### src/rtl/ctm_pkg.sv
// Package: shared constants, address map and control-word layout for the
// cascadable down-counter group. Assumes exactly four counters, since the
// chaining encodings are defined for four.
package ctm_pkg;
    localparam int N_TMR  = 4;
    localparam int CNT_W  = 32;
    localparam int ADDR_W = 4;
    localparam int DATA_W = 32;
    localparam int PRE_W  = 6;

    localparam logic [ADDR_W-1:0] A_CTRL  = 4'd0;
    localparam logic [ADDR_W-1:0] A_BASE0 = 4'd1;
    localparam logic [ADDR_W-1:0] A_CNT0  = 4'd5;
    localparam logic [ADDR_W-1:0] A_INH   = 4'd9;

    // Control word, MSB first: roll-over [8:6], chaining [5:3], rtc mode [2], ratio [1:0]
    typedef struct packed {
        logic [2:0] wrap;
        logic [2:0] chain;
        logic       rtm;
        logic [1:0] ratio;
    } ctm_ctrl_t;

    localparam int CTRL_W = $bits(ctm_ctrl_t);
endpackage

### src/rtl/ctm_regs.sv
// Register file: holds the control word, base counts and inhibit bits,
// decodes writes into per-counter load strobes and a prescaler restart,
// and drives the combinational read mux. Assumes one write per cycle.
module ctm_regs
    import ctm_pkg::*;
(
    input  logic                           clk,
    input  logic                           rst_n,
    input  logic                           wr_en,
    input  logic [ADDR_W-1:0]              wr_addr,
    input  logic [DATA_W-1:0]              wr_data,
    input  logic [ADDR_W-1:0]              rd_addr,
    input  logic [N_TMR-1:0][CNT_W-1:0]    cnt,
    output ctm_ctrl_t                      ctrl,
    output logic [N_TMR-1:0][CNT_W-1:0]    base,
    output logic [N_TMR-1:0]               inh,
    output logic [N_TMR-1:0]               ld,
    output logic                           restart,
    output logic [DATA_W-1:0]              rd_data
);
    ctm_ctrl_t ctrl_new;
    logic      wr_ctrl;
    logic      wr_inh;
    logic [N_TMR-1:0] wr_base;

    // Write decode and restart detection on a time-base change
    always_comb begin
        ctrl_new = ctm_ctrl_t'(wr_data[CTRL_W-1:0]);
        wr_ctrl  = wr_en && (wr_addr == A_CTRL);
        wr_inh   = wr_en && (wr_addr == A_INH);
        for (int k = 0; k < N_TMR; k++) begin
            wr_base[k] = wr_en && (wr_addr == A_BASE0 + ADDR_W'(k));
            ld[k]      = wr_base[k] && inh[k];
        end
        restart = wr_ctrl && ({ctrl_new.rtm, ctrl_new.ratio} != {ctrl.rtm, ctrl.ratio});
    end

    // Control word and inhibit storage
    always_ff @(posedge clk) begin
        if (!rst_n) begin
            ctrl <= '0;
            inh  <= '1;
        end else begin
            if (wr_ctrl) ctrl <= ctrl_new;
            if (wr_inh)  inh  <= wr_data[N_TMR-1:0];
        end
    end

    // Base count storage, one word per counter
    always_ff @(posedge clk) begin
        if (!rst_n) begin
            base <= '0;
        end else begin
            for (int k = 0; k < N_TMR; k++)
                if (wr_base[k]) base[k] <= wr_data[CNT_W-1:0];
        end
    end

    // Combinational read mux
    always_comb begin
        rd_data = '0;
        if (rd_addr == A_CTRL) rd_data = DATA_W'(ctrl);
        if (rd_addr == A_INH)  rd_data = DATA_W'(inh);
        for (int k = 0; k < N_TMR; k++) begin
            if (rd_addr == A_BASE0 + ADDR_W'(k)) rd_data = base[k];
            if (rd_addr == A_CNT0  + ADDR_W'(k)) rd_data = cnt[k];
        end
    end
endmodule

### src/rtl/ctm_prescale.sv
// Time-base generator: a free-running divider of the system clock, or a
// synchronised rising-edge detector on an asynchronous tick. Emits a
// single-cycle tick. Assumes the restart strobe accompanies every change
// of ratio or source, so the divider never sits above its terminal value.
module ctm_prescale
    import ctm_pkg::*;
(
    input  logic       clk,
    input  logic       rst_n,
    input  logic [1:0] ratio,
    input  logic       rtm,
    input  logic       restart,
    input  logic       rtc_async,
    output logic       tick
);
    logic [PRE_W-1:0] pc;
    logic [PRE_W-1:0] div_m1;
    logic [2:0]       rtc_sync;

    // Terminal value of the divider for the selected ratio
    always_comb begin
        div_m1 = PRE_W'((8 << ratio) - 1);
    end

    // Free-running divider, restarted on a time-base change
    always_ff @(posedge clk) begin
        if (!rst_n || restart)  pc <= '0;
        else if (pc == div_m1)  pc <= '0;
        else                    pc <= pc + PRE_W'(1);
    end

    // Two-stage synchroniser plus an edge-history stage
    always_ff @(posedge clk) begin
        if (!rst_n) rtc_sync <= '0;
        else        rtc_sync <= {rtc_sync[1:0], rtc_async};
    end

    // Tick source selection
    always_comb begin
        tick = rtm ? (rtc_sync[1] & ~rtc_sync[2]) : (pc == div_m1);
    end
endmodule

### src/rtl/ctm_chain.sv
// Chaining decoder: turns the 3-bit chaining code into per-counter feed
// links (bit k set: counter k is fed by counter k-1), chain membership,
// and roll-over eligibility. The top counter never gets roll-over.
module ctm_chain
    import ctm_pkg::*;
(
    input  logic [2:0]       chain,
    input  logic [2:0]       wrap,
    output logic [N_TMR-1:0] link,
    output logic [N_TMR-1:0] member,
    output logic [N_TMR-1:0] wrap_ok
);
    // Feed links per chaining code
    always_comb begin
        unique case (chain)
            3'b000: link = 4'b0000;
            3'b001: link = 4'b0010;
            3'b010: link = 4'b0100;
            3'b011: link = 4'b0110;
            3'b100: link = 4'b1000;
            3'b101: link = 4'b1010;
            3'b110: link = 4'b1100;
            default: link = 4'b1110;
        endcase
    end

    // Membership and roll-over eligibility
    always_comb begin
        for (int k = 0; k < N_TMR; k++) begin
            member[k]  = link[k] | ((k < N_TMR-1) ? link[(k+1) % N_TMR] : 1'b0);
            wrap_ok[k] = (k < N_TMR-1) ? (member[k] & wrap[k % (N_TMR-1)]) : 1'b0;
        end
    end
endmodule

### src/rtl/ctm_counter.sv
// One down-counter: decrements on each step unless inhibited, reloads at a
// step taken from zero (all ones when roll is set, else the base count),
// and registers a one-cycle terminal pulse. An inhibited base write loads
// the count directly.
module ctm_counter #(
    parameter int W = 32
) (
    input  logic         clk,
    input  logic         rst_n,
    input  logic         step,
    input  logic         inh,
    input  logic         ld,
    input  logic [W-1:0] ld_val,
    input  logic [W-1:0] base,
    input  logic         roll,
    output logic [W-1:0] cnt,
    output logic         tc,
    output logic         pulse
);
    // Terminal event: a live step taken from zero
    always_comb begin
        tc = step & ~inh & (cnt == '0);
    end

    // Count register: load, decrement or reload
    always_ff @(posedge clk) begin
        if (!rst_n)              cnt <= '0;
        else if (ld)             cnt <= ld_val;
        else if (step && !inh)   cnt <= (cnt == '0) ? (roll ? '1 : base) : cnt - W'(1);
    end

    // Registered terminal pulse
    always_ff @(posedge clk) begin
        if (!rst_n) pulse <= 1'b0;
        else        pulse <= tc;
    end
endmodule

### src/rtl/cascade_timer_group.sv
// Top: four chainable 32-bit down-counters sharing one control word and a
// simple register port. Wires the prescaler, chain decoder and counters;
// each counter's step is either the time-base tick or the terminal event
// of its less significant neighbour.
module cascade_timer_group
    import ctm_pkg::*;
(
    input  logic              clk,
    input  logic              rst_n,
    input  logic              rtc_tick_i,
    input  logic              bus_wr_en,
    input  logic [ADDR_W-1:0] bus_wr_addr,
    input  logic [DATA_W-1:0] bus_wr_data,
    input  logic [ADDR_W-1:0] bus_rd_addr,
    output logic [DATA_W-1:0] bus_rd_data,
    output logic [N_TMR-1:0]  tc_pulse_o
);
    ctm_ctrl_t                     ctrl;
    logic [N_TMR-1:0][CNT_W-1:0]   base;
    logic [N_TMR-1:0][CNT_W-1:0]   cnt;
    logic [N_TMR-1:0]              inh;
    logic [N_TMR-1:0]              ld;
    logic [N_TMR-1:0]              link;
    logic [N_TMR-1:0]              member;
    logic [N_TMR-1:0]              wrap_ok;
    logic [N_TMR-1:0]              step;
    logic [N_TMR-1:0]              tc;
    logic [N_TMR-1:0]              up_zero;
    logic [N_TMR-1:0]              roll;
    logic                          restart;
    logic                          tick;

    ctm_regs u_regs (
        .clk     (clk),
        .rst_n   (rst_n),
        .wr_en   (bus_wr_en),
        .wr_addr (bus_wr_addr),
        .wr_data (bus_wr_data),
        .rd_addr (bus_rd_addr),
        .cnt     (cnt),
        .ctrl    (ctrl),
        .base    (base),
        .inh     (inh),
        .ld      (ld),
        .restart (restart),
        .rd_data (bus_rd_data)
    );

    ctm_prescale u_pre (
        .clk       (clk),
        .rst_n     (rst_n),
        .ratio     (ctrl.ratio),
        .rtm       (ctrl.rtm),
        .restart   (restart),
        .rtc_async (rtc_tick_i),
        .tick      (tick)
    );

    ctm_chain u_chain (
        .chain   (ctrl.chain),
        .wrap    (ctrl.wrap),
        .link    (link),
        .member  (member),
        .wrap_ok (wrap_ok)
    );

    for (genvar k = 0; k < N_TMR; k++) begin : g_tmr
        if (k == 0) begin : g_step_base
            assign step[k] = tick;
        end else begin : g_step_chain
            assign step[k] = link[k] ? tc[k-1] : tick;
        end

        if (k < N_TMR-1) begin : g_up
            assign up_zero[k] = link[k+1] & (cnt[k+1] == '0);
        end else begin : g_top
            assign up_zero[k] = 1'b0;
        end

        assign roll[k] = wrap_ok[k] & ~up_zero[k];

        ctm_counter #(.W(CNT_W)) u_cnt (
            .clk    (clk),
            .rst_n  (rst_n),
            .step   (step[k]),
            .inh    (inh[k]),
            .ld     (ld[k]),
            .ld_val (bus_wr_data[CNT_W-1:0]),
            .base   (base[k]),
            .roll   (roll[k]),
            .cnt    (cnt[k]),
            .tc     (tc[k]),
            .pulse  (tc_pulse_o[k])
        );
    end
endmodule

### config.mk
export PLATFORM = sky130hd
export DESIGN_NAME = cascade_timer_group
export DESIGN_NICKNAME = d
export VERILOG_FILES = /design/src/rtl/ctm_pkg.sv /design/src/rtl/ctm_regs.sv /design/src/rtl/ctm_prescale.sv /design/src/rtl/ctm_chain.sv /design/src/rtl/ctm_counter.sv /design/src/rtl/cascade_timer_group.sv
export SDC_FILE = /design/constraint.sdc
export NUM_CORES = 1
export LEC_CHECK = 0
export BUFFER_PORTS_ARGS = -buffer_cell sky130_fd_sc_hd__buf_2
export CAP_MARGIN = 10
export CORE_MARGIN = 5
export CORE_UTILIZATION = 35
export CTS_BUF_LIST = sky130_fd_sc_hd__clkbuf_2 sky130_fd_sc_hd__clkbuf_4 sky130_fd_sc_hd__clkbuf_8
export CTS_CLUSTER_SIZE = 16
export DETAILED_ROUTE_END_ITERATION = 10
export PLACE_DENSITY = 0.59
export SYNTH_ARGS = -nofsm -noshare
export SYNTH_HDL_FRONTEND = slang
export SYNTH_SLANG_ARGS = --single-unit
### constraint.sdc
create_clock -name clk -period 2.9 [get_ports clk]
set_clock_uncertainty 0.1 [all_clocks]
set_input_delay 0.145 -clock clk [delete_from_list [all_inputs] [get_ports clk]]
set_output_delay 0.145 -clock clk [all_outputs]
set_load 0.005 [all_outputs]
After elaboration in Yosys (flattened, before gate mapping)
Index checks and enable logic that the tools add are counted.
{"block": "totals", "register_bits": 282, "input_bits": 44}
{"block": "classes", "n_addsub": 6, "n_eq_ne": 22, "shifts": 1, "mux": 30, "bitwise_logic": 29, "reduce_logical": 33}
{"operator": "32-bit 2-to-1 mux", "count": 23}
{"operator": "32-bit logical NOT", "count": 4}
{"operator": "32-bit by 1-bit subtractor with 32-bit output (second input constant)", "count": 4}
{"operator": "4-bit one-hot mux with 7 select lines", "count": 1}
{"operator": "4-bit by 3-bit == test with 1-bit output (second input constant)", "count": 5}
{"operator": "1-bit bitwise AND", "count": 18}
{"operator": "9-bit 2-to-1 mux", "count": 2}
{"operator": "4-bit by 2-bit == test with 1-bit output (second input constant)", "count": 4}
{"operator": "1-bit logical AND", "count": 15}
{"operator": "4-bit == test (second input constant)", "count": 3}
{"operator": "3-bit == test (second input constant)", "count": 3}
{"operator": "4-bit by 1-bit == test with 1-bit output (second input constant)", "count": 2}
{"operator": "4-bit logical NOT", "count": 2}
{"operator": "1-bit inverter", "count": 8}
{"operator": "2-bit nonzero test", "count": 4}
{"operator": "6-bit by 1-bit adder with 6-bit output (second input constant)", "count": 1}
{"operator": "3-bit by 2-bit == test with 1-bit output (second input constant)", "count": 2}
{"operator": "6-bit == test", "count": 1}
{"operator": "4-bit by 2-bit << shifter with 6-bit output (first input constant)", "count": 1}
{"operator": "6-bit by 2-bit subtractor with 6-bit output (second input constant)", "count": 1}
{"operator": "1-bit logical NOT", "count": 5}
{"operator": "1-bit 2-to-1 mux", "count": 4}
{"operator": "3-bit by 1-bit == test with 1-bit output (second input constant)", "count": 1}
{"operator": "3-bit logical NOT", "count": 1}
{"operator": "other kinds (4)", "count": 6}

Logic depth before layout (Yosys ltp)
{"block": "logic_depth", "ltp_word": 16, "ltp_mapped": 11, "mapped_depth_nobuf": 9}

Cells and area by module
From an unflattened synthesis, not the netlist that was laid out.
{"block": "hier_totals", "hier_cells": 2426, "hier_area_um2": 18521.5}
{"module": "ctm_regs", "instances": 1, "cells_per_inst": 1033, "area_per_inst_um2": 7878.8, "seq_area_each_um2": 2822.7}
{"module": "ctm_counter (g_tmr[2].u_cnt ...)", "instances": 2, "cells_per_inst": 364, "area_per_inst_um2": 2587.5, "seq_area_each_um2": 660.6}
{"module": "ctm_counter (g_tmr[0].u_cnt ...)", "instances": 2, "cells_per_inst": 284, "area_per_inst_um2": 2342.2, "seq_area_each_um2": 660.6}
{"module": "ctm_prescale", "instances": 1, "cells_per_inst": 45, "area_per_inst_um2": 419.2, "seq_area_each_um2": 180.2}
{"module": "cascade_timer_group", "instances": 1, "cells_per_inst": 39, "area_per_inst_um2": 285.3, "seq_area_each_um2": 0.0}
{"module": "ctm_chain", "instances": 1, "cells_per_inst": 13, "area_per_inst_um2": 78.8, "seq_area_each_um2": 0.0}

Worst setup path after synthesis
No wires, ideal clock.
{"block": "synth_timing", "kind": "flip-flop to flip-flop", "startpoint": "reg g_tmr[0].u_cnt.cnt[8]", "endpoint": "reg g_tmr[2].u_cnt.cnt[10]", "setup_time_ns": 0.132, "arrival_time_ns": 2.965, "required_ns": 2.668, "slack_ns": -0.297, "path_stages_with_launch": 11, "cell_sequence": "dfxtp_1 > or4_1 > buf_2 > or3_1 > buf_2 > o41a_1 > o31a_1 > o31a_1 > buf_2 > a22oi_1 > a21oi_1"}
{"block": "synth_via", "elab_chain_len": 8}
{"item": "from (decl)", "line_no": "ctm_counter.sv:16", "source": "output logic [W-1:0] cnt,"}
{"item": "from (signal assigned)", "line_no": "ctm_counter.sv:28", "source": "else if (ld) cnt <= ld_val;"}
{"item": "from (signal assigned)", "line_no": "ctm_counter.sv:29", "source": "else if (step && !inh) cnt <= (cnt == '0) ? (roll ? '1 : base) : cnt - W'(1);"}
{"item": "32-bit logical NOT", "line_no": "ctm_counter.sv:22", "source": "tc = step & ~inh & (cnt == '0);"}
{"item": "1-bit bitwise AND", "line_no": "ctm_counter.sv:22"}
{"item": "1-bit 2-to-1 mux", "line_no": "cascade_timer_group.sv:71", "source": "assign step[k] = link[k] ? tc[k-1] : tick;"}
{"item": "1-bit bitwise AND (2 in series)", "line_no": "ctm_counter.sv:22"}
{"item": "1-bit 2-to-1 mux", "line_no": "cascade_timer_group.sv:71"}
{"item": "1-bit logical AND", "line_no": "ctm_counter.sv:29"}
{"item": "2-bit nonzero test (no source line)"}
{"item": "to (signal assigned)", "line_no": "ctm_counter.sv:28"}
{"item": "to (signal assigned)", "line_no": "ctm_counter.sv:29"}
{"item": "to (decl)", "line_no": "ctm_counter.sv:16"}
Every way passes these cells.
A chain may end at the register's enable or synchronous reset.

Worst setup path in the final report
{"block": "layout_timing", "startpoint": "reg g_tmr[0].u_cnt.cnt[21]", "endpoint": "reg g_tmr[3].u_cnt.cnt[26]"}
{"block": "layout_via", "elab_chain_len": 11}
{"item": "32-bit logical NOT", "line_no": "ctm_counter.sv:22"}
{"item": "1-bit bitwise AND", "line_no": "ctm_counter.sv:22"}
{"item": "1-bit 2-to-1 mux", "line_no": "cascade_timer_group.sv:71"}
{"item": "1-bit bitwise AND (2 in series)", "line_no": "ctm_counter.sv:22"}
{"item": "1-bit 2-to-1 mux", "line_no": "cascade_timer_group.sv:71"}
{"item": "1-bit bitwise AND (2 in series)", "line_no": "ctm_counter.sv:22"}
{"item": "1-bit 2-to-1 mux", "line_no": "cascade_timer_group.sv:71"}
{"item": "1-bit logical AND", "line_no": "ctm_counter.sv:29"}
{"item": "2-bit nonzero test (no source line)"}
{"item": "to (signal assigned)", "line_no": "ctm_counter.sv:28"}
{"item": "to (signal assigned)", "line_no": "ctm_counter.sv:29"}
{"item": "to (decl)", "line_no": "ctm_counter.sv:16"}
Every way passes these cells.

==> results.yml <==
sta:
  setup_viol_count_final: 79
  finalHoldViolations: 0
  tns_ns: -6.30
  finalCriticalPeriod_ns: 3.07
  max_freq_mhz: 326
  final.period_utilization_pct: 106
  setup_slack_ns: -0.170
  holdWs_ns: 0.129
  rsz0062_at_grt: "true"
  final_max_slew_viol_count: 0
  slew_headroom_pct: 46.0
  tightest_slew_ns: 0.809
grt:
  grt_pass1_vias: 17500
  grt-ovfl-total: 0
  antenna_found_initial: 2
  grt_pass1_wl_mm: 109
  grt_max_degree: 81
  grt_usage_pct: 27.8
detailed_routing:
  ant_nets: 0
  vias_per_cell: 6.06
  avgRoutedWirePerCell_um: 24.4
  drt_wl_total_mm: 74.9
  drtPass1Iterations: 6
  route.detailed.drc: 0
  num_vias: 18600
  drt_iter0_markers: 2102
power:
  p_switching_mw: 3.35
  p_int_mw: 7.00
  p_seq_share_pct: 38.7
  p_leak_nw: 7.77
  sw_frac_of_total_pct: 32.4
  peakVddDrop_uv: 263
  clockPowerShare_pct: 40.0
  power_frac_comb_pct: 21.3
  p_per_area_mw_per_mm2: 490
  total_power_mw: 10.4
synth:
  post-synth-top-count-cell: "nand2_1"
  syn_area_mm2: 0.0162
  synth_nets: 2276
  synth-async-reset-ratio_pct: 0
  yosysUniqueCellTypes: 72
  ys.flop_type: "dfxtp_1"
  synth_cells: 2223
  synth_seq_cells: 282
  synth_top_cells_by_count: "nand2_1 (474), dfxtp_1 (282), a21oi_1 (224), clkbuf_1 (184), a22oi_1 (127)"
  synthTopCellsByArea: "dfxtp_1 (35%), nand2_1 (11%), a21oi_1 (6.9%)"
  yosys_warnings: 0
  synth-seq-area-share_pct: 34.8
  yosys.area.top_type: "dfxtp_1"
  synth_top_area_share_pct: 34.8
  avgSynthCellArea_um2: 7.29
  synth_edf_count: 0
outcome:
  violations: "setup timing"
  status: "finished, violations left"
worst_setup_path:
  cp.required_ns: 3.35
  worst-path-buf-inv: 5
  critPathKind: "register to register"
  crit_path_frequent_cell: "buf_6"
  crit_path_top_delay_cell: "or4_4"
  crit_chain: "or4_4 > or3_4 > o41a_1 > buf_4 > o31ai_4 > buf_6 > a21o_4 > buf_8 > buf_6 > buf_6 > a21oi_1 > o31a_1"
  cp_slowest_stage_delay_ns: 0.53
  crit_arrival_ns: 3.52
  worstSetupEndpointType: "register"
  path_max_fanout: 6
  cp-start-kind: "register"
  cp_top_family: "compound AO/OA/AOI/OAI gates"
clocking:
  clk_pin_slew_ns: 0.06
  cts_root_buf: "clkbuf_8"
  htree_levels: 2
  cts_tree: "yes"
  cts_buffers: 53
  clk_latency_ns: 0.66
  cts.sinks: 282
  clk_path_buf_depth: 3
final_layout:
  finalCoreUtilization_pct: 46.4
  final_nets: 2490
  drive_above_1_share_pct: 23.7
  areaGrowthSynthToFinish_pct: 30.3
  fillers: 4485
  final_cells: 3076
floorplan:
  die_x_um: 225
  die_y_um: 225
  die_area_mm2: 0.0507
  initial_core_util_pct: 35.6
  core_mm2: 0.0456
  io_pins: 80
  fp-row-count: 78
run:
  drv_cap: 0
placement:
  dp_hpwl_mm: 52.0
  portBuffers: 79
  place_inst: 2906
  place_congestion: 0.974
worst_hold_path:
  hold_class: "primary input to register"
==> state kept, by name (all words and copies together), names as in the netlist <==
register           count
u_regs.base          128
g_tmr.u_cnt.pulse      4
u_pre.pc               6
g_tmr.u_cnt.cnt      128
u_regs.inh             4
u_pre.rtc_sync         3
u_regs.ctrl            9
==> worst paths after layout <==
path / startpoint / slack (ns) / endpoint / depth (start not counted)
max: g_tmr[0].u_cnt.cnt[21]$_SDFFE_PN0P_ / -0.17 / g_tmr[3].u_cnt.cnt[26]$_SDFFE_PN0P_ / 12
min: rst_n / 0.13 / u_regs.base[100]$_SDFFE_PN0P_ / 3
max reg2reg: g_tmr[0].u_cnt.cnt[21]$_SDFFE_PN0P_ / -0.17 / g_tmr[3].u_cnt.cnt[26]$_SDFFE_PN0P_ / 12
min reg2reg: u_pre.rtc_sync[0]$_SDFF_PN0_ / 0.34 / u_pre.rtc_sync[1]$_SDFF_PN0_ / 1
==> routing by layer <==
metal | share of wire, % | GRT usage [%]
met1 | 41 | 36.1
met2 | 45 | 43.3
met3 | 9.8 | 8.47
met4 | 4.2 | 10.8
met5 | 0.017 | 0
==> what timing repair did <==
item / in CTS / in global routing
hold buffers: 42 / 0
setup buffers: 10 / 17
gates cloned: 4 / 5
hold endpoints to repair: 275 / 0
pin swaps: 40 / 71
resized for setup: 56 / 88
endpoints found under the setup margin: 106 / 113
==> per-stage QoR <==
step / cell area [um2] / worst slack [ns]
floorplan: 16400 / -0.164
global placement: 18600 / -0.242
detailed placement: 18600 / -0.283
CTS: 20600 / -0.169
global route: 21100 / -0.228
finish: 21100 / -0.170
==> cell type report <==
class	instances	area [um2]	share of cell area, %
tap	600	751	3.55
clock buffer	83	1050	4.96
antenna	1	2.50	0.0118
inverter	19	76.3	0.361
multi-input combinational	1701	10300	48.8
sequential	282	5650	26.7
clock inverter	10	60.1	0.284
timing repair buffer	380	3220	15.2
==> power by group through the flow <==
stage          Sequential, mW  Clock, mW  Combinational [mW]
5_1_grt                  4.01       4.38                2.34
3_5_place_dp             4.08          0                2.00
2_1_floorplan            4.06          0                1.19
4_1_cts                  4.00       4.20                2.09
6_report                 4.00       4.14                2.21
3_3_place_gp             4.08          0                1.99
==> placed cells by master (no fill, tap or decap), types with 22 or more instances in the layout <==
master         count
nand4_1           23
o221ai_2          32
buf_2             79
a22oi_2           39
xor2_1            40
dlygate4sd3_1     42
a22oi_1           88
dfxtp_1          278
clkbuf_8          68
a31oi_1           61
nand3_1           81
a21oi_1          220
xnor2_1           36
nor2_1           102
buf_4            208
nor3_1            47
nor4_1            39
o21ai_0           91
buf_6             22
o211ai_1          37
nand2_1          469
==> tightest hold or removal path, delay by kind of cell <==
kind	cells	cell delay (ns)
AO/OA/AOI/OAI	1	0.20
buffers and inverters	2	0.50
==> cells by family after synthesis <==
group	after synthesis	synth area share [%]
simple gates	884	24.6
flops	282	34.8
xor+xnor	76	4.11
fa+ha+maj	9	0.695
mux	22	1.37
buf+inv	241	6.11
compound gates	709	28.3
(Power assumes the default switching activity.)
